--- src/rtl/nor_seq_pkg.sv ---
package nor_seq_pkg;
  typedef enum logic [1:0] {ENG_IDLE, ENG_BUSY, ENG_FAIL} eng_state_t;

  localparam logic [7:0] STAT_READY = 8'h80;
  localparam logic [7:0] STAT_BUSY  = 8'h00;
  localparam logic [7:0] STAT_FAIL  = 8'hA2;

  localparam logic [7:0] KEY_FIRST  = 8'hAA;
  localparam logic [7:0] KEY_SECOND = 8'h55;
  localparam logic [7:0] KEY_SETUP  = 8'h80;
  localparam logic [7:0] KEY_ERASE  = 8'h30;

  localparam logic [11:0] KEY_ADDR_A = 12'h555;
  localparam logic [11:0] KEY_ADDR_B = 12'h2AA;

  localparam int LAST_STEP = 5;
endpackage

--- src/rtl/nor_seq_tracker.sv ---
module nor_seq_tracker
  import nor_seq_pkg::*;
#(
  parameter int ADDR_W = 16,
  parameter int SECT_W = 4,
  parameter int KEY_W  = 11
) (
  input  logic              clk,
  input  logic              rst,
  input  logic              wr_en,
  input  logic [ADDR_W-1:0] wr_addr,
  input  logic [7:0]        wr_data,
  input  logic              busy_i,
  output logic              done_o,
  output logic [SECT_W-1:0] sect_o
);
  localparam logic [KEY_W-1:0] ADR_A = KEY_ADDR_A[KEY_W-1:0];
  localparam logic [KEY_W-1:0] ADR_B = KEY_ADDR_B[KEY_W-1:0];

  logic [2:0]       step_q;
  logic [KEY_W-1:0] exp_addr;
  logic [7:0]       exp_data;
  logic             addr_care;
  logic             hit;
  logic             accept;

  always_comb begin
    addr_care = 1'b1;
    exp_addr  = ADR_A;
    exp_data  = KEY_FIRST;
    unique case (step_q)
      3'd0: begin exp_addr = ADR_A; exp_data = KEY_FIRST;  end
      3'd1: begin exp_addr = ADR_B; exp_data = KEY_SECOND; end
      3'd2: begin exp_addr = ADR_A; exp_data = KEY_SETUP;  end
      3'd3: begin exp_addr = ADR_A; exp_data = KEY_FIRST;  end
      3'd4: begin exp_addr = ADR_B; exp_data = KEY_SECOND; end
      default: begin addr_care = 1'b0; exp_data = KEY_ERASE; end
    endcase
  end

  assign accept = wr_en && !busy_i;
  assign hit    = (!addr_care || (wr_addr[KEY_W-1:0] == exp_addr)) && (wr_data == exp_data);

  always_ff @(posedge clk) begin
    if (rst) begin
      step_q <= 3'd0;
      done_o <= 1'b0;
      sect_o <= '0;
    end else begin
      done_o <= 1'b0;
      if (accept) begin
        if (!hit) begin
          step_q <= 3'd0;
        end else if (step_q == 3'(LAST_STEP)) begin
          step_q <= 3'd0;
          done_o <= 1'b1;
          sect_o <= wr_addr[ADDR_W-1 -: SECT_W];
        end else begin
          step_q <= step_q + 3'd1;
        end
      end
    end
  end


  step_range_chk: assert property (@(posedge clk) disable iff (rst) step_q <= 3'(LAST_STEP));

  busy_hold_chk: assert property (@(posedge clk) disable iff (rst) busy_i |=> $stable(step_q) && !done_o);

  done_from_last_chk: assert property (@(posedge clk) disable iff (rst) $rose(done_o) |-> step_q == 3'd0);
endmodule

--- src/rtl/nor_lock_lookup.sv ---
module nor_lock_lookup #(
  parameter int SECT_W = 4,
  localparam int NUM_SECT = 1 << SECT_W
) (
  input  logic [NUM_SECT-1:0] lock_vec,
  input  logic [SECT_W-1:0]   sect_i,
  output logic                locked_o
);
  logic [NUM_SECT-1:0] sel;

  for (genvar i = 0; i < NUM_SECT; i++) begin : g_sel
    assign sel[i] = lock_vec[i] && (sect_i == SECT_W'(i));
  end

  assign locked_o = |sel;

  always_comb begin

    one_sel_chk: assert ($onehot0(sel));
  end
endmodule

--- src/rtl/nor_erase_engine.sv ---
module nor_erase_engine
  import nor_seq_pkg::*;
#(
  parameter int SECT_W    = 4,
  parameter int ERASE_CYC = 64,
  localparam int CNT_W    = $clog2(ERASE_CYC + 1)
) (
  input  logic              clk,
  input  logic              rst,
  input  logic              wr_en,
  input  logic              done_i,
  input  logic [SECT_W-1:0] sect_i,
  input  logic              locked_i,
  output logic              busy,
  output logic [7:0]        status,
  output logic              erase_req,
  output logic [SECT_W-1:0] erase_sector
);
  eng_state_t       state_q;
  logic [CNT_W-1:0] cnt_q;

  always_ff @(posedge clk) begin
    if (rst) begin
      state_q      <= ENG_IDLE;
      cnt_q        <= '0;
      busy         <= 1'b0;
      status       <= STAT_READY;
      erase_req    <= 1'b0;
      erase_sector <= '0;
    end else begin
      erase_req <= 1'b0;
      if (done_i && state_q != ENG_BUSY) begin
        if (locked_i) begin
          state_q <= ENG_FAIL;
          busy    <= 1'b0;
          status  <= STAT_FAIL;
        end else begin
          state_q      <= ENG_BUSY;
          cnt_q        <= CNT_W'(ERASE_CYC - 1);
          busy         <= 1'b1;
          status       <= STAT_BUSY;
          erase_req    <= 1'b1;
          erase_sector <= sect_i;
        end
      end else begin
        unique case (state_q)
          ENG_BUSY: begin
            if (cnt_q == '0) begin
              state_q <= ENG_IDLE;
              busy    <= 1'b0;
              status  <= STAT_READY;
            end else begin
              cnt_q <= cnt_q - 1'b1;
            end
          end
          ENG_FAIL: begin
            if (wr_en) begin
              state_q <= ENG_IDLE;
              status  <= STAT_READY;
            end
          end
          default: ;
        endcase
      end
    end
  end

  logic [CNT_W:0] win_q;
  always_ff @(posedge clk) begin
    if (rst) win_q <= '0;
    else if (erase_req) win_q <= (CNT_W+1)'(1);
    else if (busy) win_q <= win_q + 1'b1;
    else win_q <= '0;
  end


  req_pulse_chk: assert property (@(posedge clk) disable iff (rst) erase_req |=> !erase_req);

  req_busy_chk: assert property (@(posedge clk) disable iff (rst) erase_req |-> busy && status == STAT_BUSY);

  busy_end_chk: assert property (@(posedge clk) disable iff (rst) $fell(busy) |-> status == STAT_READY && win_q == (CNT_W+1)'(ERASE_CYC));

  busy_len_chk: assert property (@(posedge clk) disable iff (rst) busy |-> win_q <= (CNT_W+1)'(ERASE_CYC));

  fail_idle_chk: assert property (@(posedge clk) disable iff (rst) status == STAT_FAIL |-> !busy && !erase_req);
endmodule

--- src/rtl/nor_erase_seq_decoder.sv ---
module nor_erase_seq_decoder #(
  parameter int ADDR_W    = 16,
  parameter int SECT_W    = 4,
  parameter int KEY_W     = 11,
  parameter int ERASE_CYC = 64,
  localparam int NUM_SECT = 1 << SECT_W
) (
  input  logic                clk,
  input  logic                rst,
  input  logic                wr_en,
  input  logic [ADDR_W-1:0]   wr_addr,
  input  logic [7:0]          wr_data,
  input  logic [NUM_SECT-1:0] sector_lock,
  output logic                busy,
  output logic [7:0]          status,
  output logic                erase_req,
  output logic [SECT_W-1:0]   erase_sector
);
  logic              seq_done;
  logic [SECT_W-1:0] seq_sect;
  logic              sect_locked;

  nor_seq_tracker #(.ADDR_W(ADDR_W), .SECT_W(SECT_W), .KEY_W(KEY_W)) u_track (
    .clk(clk), .rst(rst), .wr_en(wr_en), .wr_addr(wr_addr), .wr_data(wr_data),
    .busy_i(busy), .done_o(seq_done), .sect_o(seq_sect)
  );

  nor_lock_lookup #(.SECT_W(SECT_W)) u_lock (
    .lock_vec(sector_lock), .sect_i(seq_sect), .locked_o(sect_locked)
  );

  nor_erase_engine #(.SECT_W(SECT_W), .ERASE_CYC(ERASE_CYC)) u_eng (
    .clk(clk), .rst(rst), .wr_en(wr_en), .done_i(seq_done), .sect_i(seq_sect),
    .locked_i(sect_locked), .busy(busy), .status(status),
    .erase_req(erase_req), .erase_sector(erase_sector)
  );


  req_after_done_chk: assert property (@(posedge clk) disable iff (rst) $rose(erase_req) |-> $past(seq_done));
endmodule

--- config.mk ---
export PLATFORM = sky130hd
export DESIGN_NAME = nor_erase_seq_decoder
export DESIGN_NICKNAME = d
export VERILOG_FILES = /design/src/rtl/nor_seq_pkg.sv /design/src/rtl/nor_seq_tracker.sv /design/src/rtl/nor_lock_lookup.sv /design/src/rtl/nor_erase_engine.sv /design/src/rtl/nor_erase_seq_decoder.sv
export SDC_FILE = /design/constraint.sdc
export NUM_CORES = 1
export LEC_CHECK = 0
export BUFFER_PORTS_ARGS = -buffer_cell sky130_fd_sc_hd__buf_2
export CAP_MARGIN = 10
export CORE_ASPECT_RATIO = 1.1
export CORE_MARGIN = 2
export CORE_UTILIZATION = 55
export CTS_BUF_LIST = sky130_fd_sc_hd__clkbuf_8
export DETAILED_ROUTE_END_ITERATION = 8
export PLACE_DENSITY = 0.88
export SLEW_MARGIN = 20
export SYNTH_ARGS = -nofsm -noshare
export SYNTH_HDL_FRONTEND = slang
export SYNTH_SLANG_ARGS = --single-unit
--- constraint.sdc ---
create_clock -name clk -period 5.65 [get_ports clk]
set_clock_uncertainty 0.1 [all_clocks]
set_input_delay 0.565 -clock clk [delete_from_list [all_inputs] [get_ports clk]]
set_output_delay 0.565 -clock clk [all_outputs]
set_load 0.05 [all_outputs]
==> summary.md <==
* total setup buffers inserted after CTS: 0
* final routed DRC violation total: 0
* Sink Count: 24
* initial cell density of the core: 57.20%
* P per Cell Area: 190.9 mW/mm2
* Max-cap violations: 0
* count of flip-flops with a built-in enable after synthesis: 0
* Finish-stage setup viols: 0
* worst slew margin relative to its limit: 60.54%
* largest net degree at the start of global routing: 25
* switching part of the total: 20.76%
* total chip power: 353.1 uW
* uppermost routed layer: met4
* mean number of vias per cell: 5.387
* largest vdd supply drop: 0.0001924 V
* Die W: 54.79 um
* Clk pwr share: 42.2%
* layout cells sized above 1: 29.55%
* Worst Path Max Fanout: 11
* setup slack at placement: 3.145 ns
* detailed-routing wirelength on met1: 1353 um
* min setup slack post-route: 3.140 ns
* H-tree depth reported by CTS: 1
* cell at the root of the clock tree: clkbuf_8
* cell accounting for the most synthesized area: dfxtp_1
* placed wire-length estimate: 2409 um
* Fillers: 222
* worst endpoint data arrival time: 2.56 ns
* Area growth, synth to finish: 18.52%
* number of buffers between clock root and the deepest sink: 2
* data required time of the worst path: 5.70 ns
* Antenna diodes: 0
* proportion of synthesized chip area in sequential cells: 30.79%
* predominant post-synthesis flop cell: dfxtp_1
* register bit total from synthesis: 24
* post-detailed-route wirelength per cell: 12.14 um
* DR iter-0 viols: 33
* vias in the first global route: 1295
* kind of end point of the critical path: flop
* count of instances resized after the clock tree is built: 0
* Synthesis Warnings: 0
* static leakage: 0.8037 nW
* switching power: 73.30 uW
* sequential share of power: 47.8%
* Int Power: 279.8 uW
* fin. max-slew vios: 0
* average footprint of a synthesized cell: 8.916 um2
* Nets: 269
* combinational power share: 10.0%
* part of the cycle the worst path needs: 44.42%
* Max Clock Freq: 398.5 MHz
* Netlist cell types: 48
* startpoint class of the critical path: flop
* clock transition at the registers of the reported paths: 0.08 ns
* CTS Hold Bufs: 0
* remaining global-route overflow: 0
* number of nets with antenna violations after routing: 0
* number of cells produced by synthesis: 175
* result of the run: finished clean
* hold violation count in the final report: 0
* core region area: 0.002728 mm2
* area enclosed by the die boundary: 0.003279 mm2
* fraction of post-synthesis cell area in the top cell type by area: 30.79%
* Worst-Skew Late Latency: 0.27 ns
* worst-case hold slack: 0.3898 ns
* unrepaired setup endpoints after global routing: false
* met2 layer wire length in the routed design: 1487 um
* global-route usage over all layers: 20.59%
* number of clock buffers inserted by TritonCTS: 3
* class of the most critical hold timing path: reg2reg
* Core Rows: 20
* number of detailed-route iterations in the first pass: 4
* category of the most critical setup path: reg2reg
* area of the mapped netlist: 0.001560 mm2
* number of antenna violations at the first check in global routing: 0
* area occupied by multi-input gates: 964.7 um2
* pin slew with the least headroom to its limit: 0.5869 ns
* final critical path time including I/O delays and setup: 2.510 ns
* met3 WL: 190 um
* RD Place Congestion: 0.8040
* Seq. cell area: 480.5 um2
* height of the die: 59.86 um
* CTS tree: built
* IO Pins: 57
* asr flop ratio synth: 0%
* final WL: 3072 um
* TNS Setup: 0 ns
* via count: 1363
* global-route wire length before repair: 4961 um
* port buffer count: 50
* largest cells by area after synthesis: dfxtp_1 (31%), mux2i_1 (7.7%), mux4_2 (5.8%)
==> metrics by stage <==
step / instance area, um2 / std cells / util, %
global placement: 1778 / 249 / 65.18
floorplan: 1575 / 179 / -
CTS: 1849 / 253 / 67.80
global route: 1849 / 253 / 67.80
finish: 1849 / 253 / 67.80
detailed placement: 1778 / 249 / 65.18
==> final cells by class <==
| class | instances | share of cell area, % |
|---|---|---|
| clock buffer | 3 | 2.233 |
| clock inverter | 1 | 1.624 |
| inverter | 11 | 2.233 |
| multi-input combinational | 131 | 52.17 |
| sequential | 24 | 25.98 |
| tap | 33 | 2.233 |
| timing repair buffer | 50 | 13.53 |
==> state kept, by name (all words and copies together) (netlist names) <==
name	cells
u_eng.cnt_q	7
u_eng.erase_sector	4
u_track.sect_o	4
u_track.step_q	3
u_eng.status	2
u_eng.busy	1
u_eng.erase_req	1
u_eng.state_q	1
u_track.done_o	1
==> power by group through the flow <==
stage          Combinational, mW  Sequential (mW)  Clock (mW)
2_1_floorplan             0.0215            0.173           0
3_3_place_gp              0.0347            0.173           0
3_5_place_dp              0.0353            0.173           0
4_1_cts                   0.0353            0.169       0.150
5_1_grt                   0.0387            0.169       0.156
6_report                  0.0352            0.169       0.149
==> kinds of logic after synthesis <==
kind of cell	count (synthesis)	synth area share (%)
other	1	0.2403
adders and majority gates	6	4.651
xor gates and xnor gates	6	3.850
AOI/OAI and AO/OA	29	11.55
muxes	16	13.47
buffers and inverters	24	8.340
and+or+nand+nor	69	27.11
DFF	24	30.79
==> worst max-delay path, stage by stage, from the launching register on <==
cell and delay (ns):
dfxtp_1 0.58, inv_2 0.13, ha_1 0.27, nor3b_1 0.16
o31ai_1 0.31, o211ai_1 0.19, nor4_4 0.36, mux2i_1 0.24
nor2_1 0.05
==> cells in the mapped netlist, drive strengths merged, types with 2 or more instances <==
cell / n
nor4bb: 3
xor2: 3
a21o: 2
a21oi: 15
nor2b: 2
nand2b: 2
clkbuf: 2
nand3: 3
o211ai: 2
nor3: 7
mux4: 4
nand3b: 4
and2: 4
xnor2: 3
ha: 5
nor2: 19
nand2: 11
o31ai: 2
dfxtp: 24
inv: 11
nor4: 5
mux2i: 12
buf: 11
nor3b: 3
==> per-layer routing <==
| layer | vias up | global-route usage, % |
|---|---|---|
| met3 | 5 | 3.000 |
| met5 | - | 0 |
| met1 | 613 | 24.13 |
| li1 | 705 | - |
| met2 | 40 | 35.88 |
| met4 | 0 | 9.643 |
==> placed cells by master (no fill, tap or decap), drive strengths merged, types with 2 or more instances in the layout <==
cell    instances
nor3            7
nor4bb          3
nor3b           3
mux4            4
nand2b          2
o31ai           2
inv            11
a21o            2
xor2            3
nor2           19
ha              5
dfxtp          24
a21oi          15
nand3           3
conb            5
xnor2           3
nand3b          4
clkbuf          3
nor2b           2
nand2          11
and2            4
nor4            5
mux2i          12
buf            50
o211ai          2
==> final timing paths <==
check,startpoint,endpoint,slack (ns),cells past startpoint
max reg2reg,u_track.step_q[2],u_track.sect_o[0],3.14,8
min,u_eng.state_q[0],u_eng.state_q[0],0.39,2
max,u_track.step_q[2],u_track.sect_o[0],3.14,8
min reg2reg,u_eng.state_q[0],u_eng.state_q[0],0.39,2
Power figures use the tool's default switching activity.
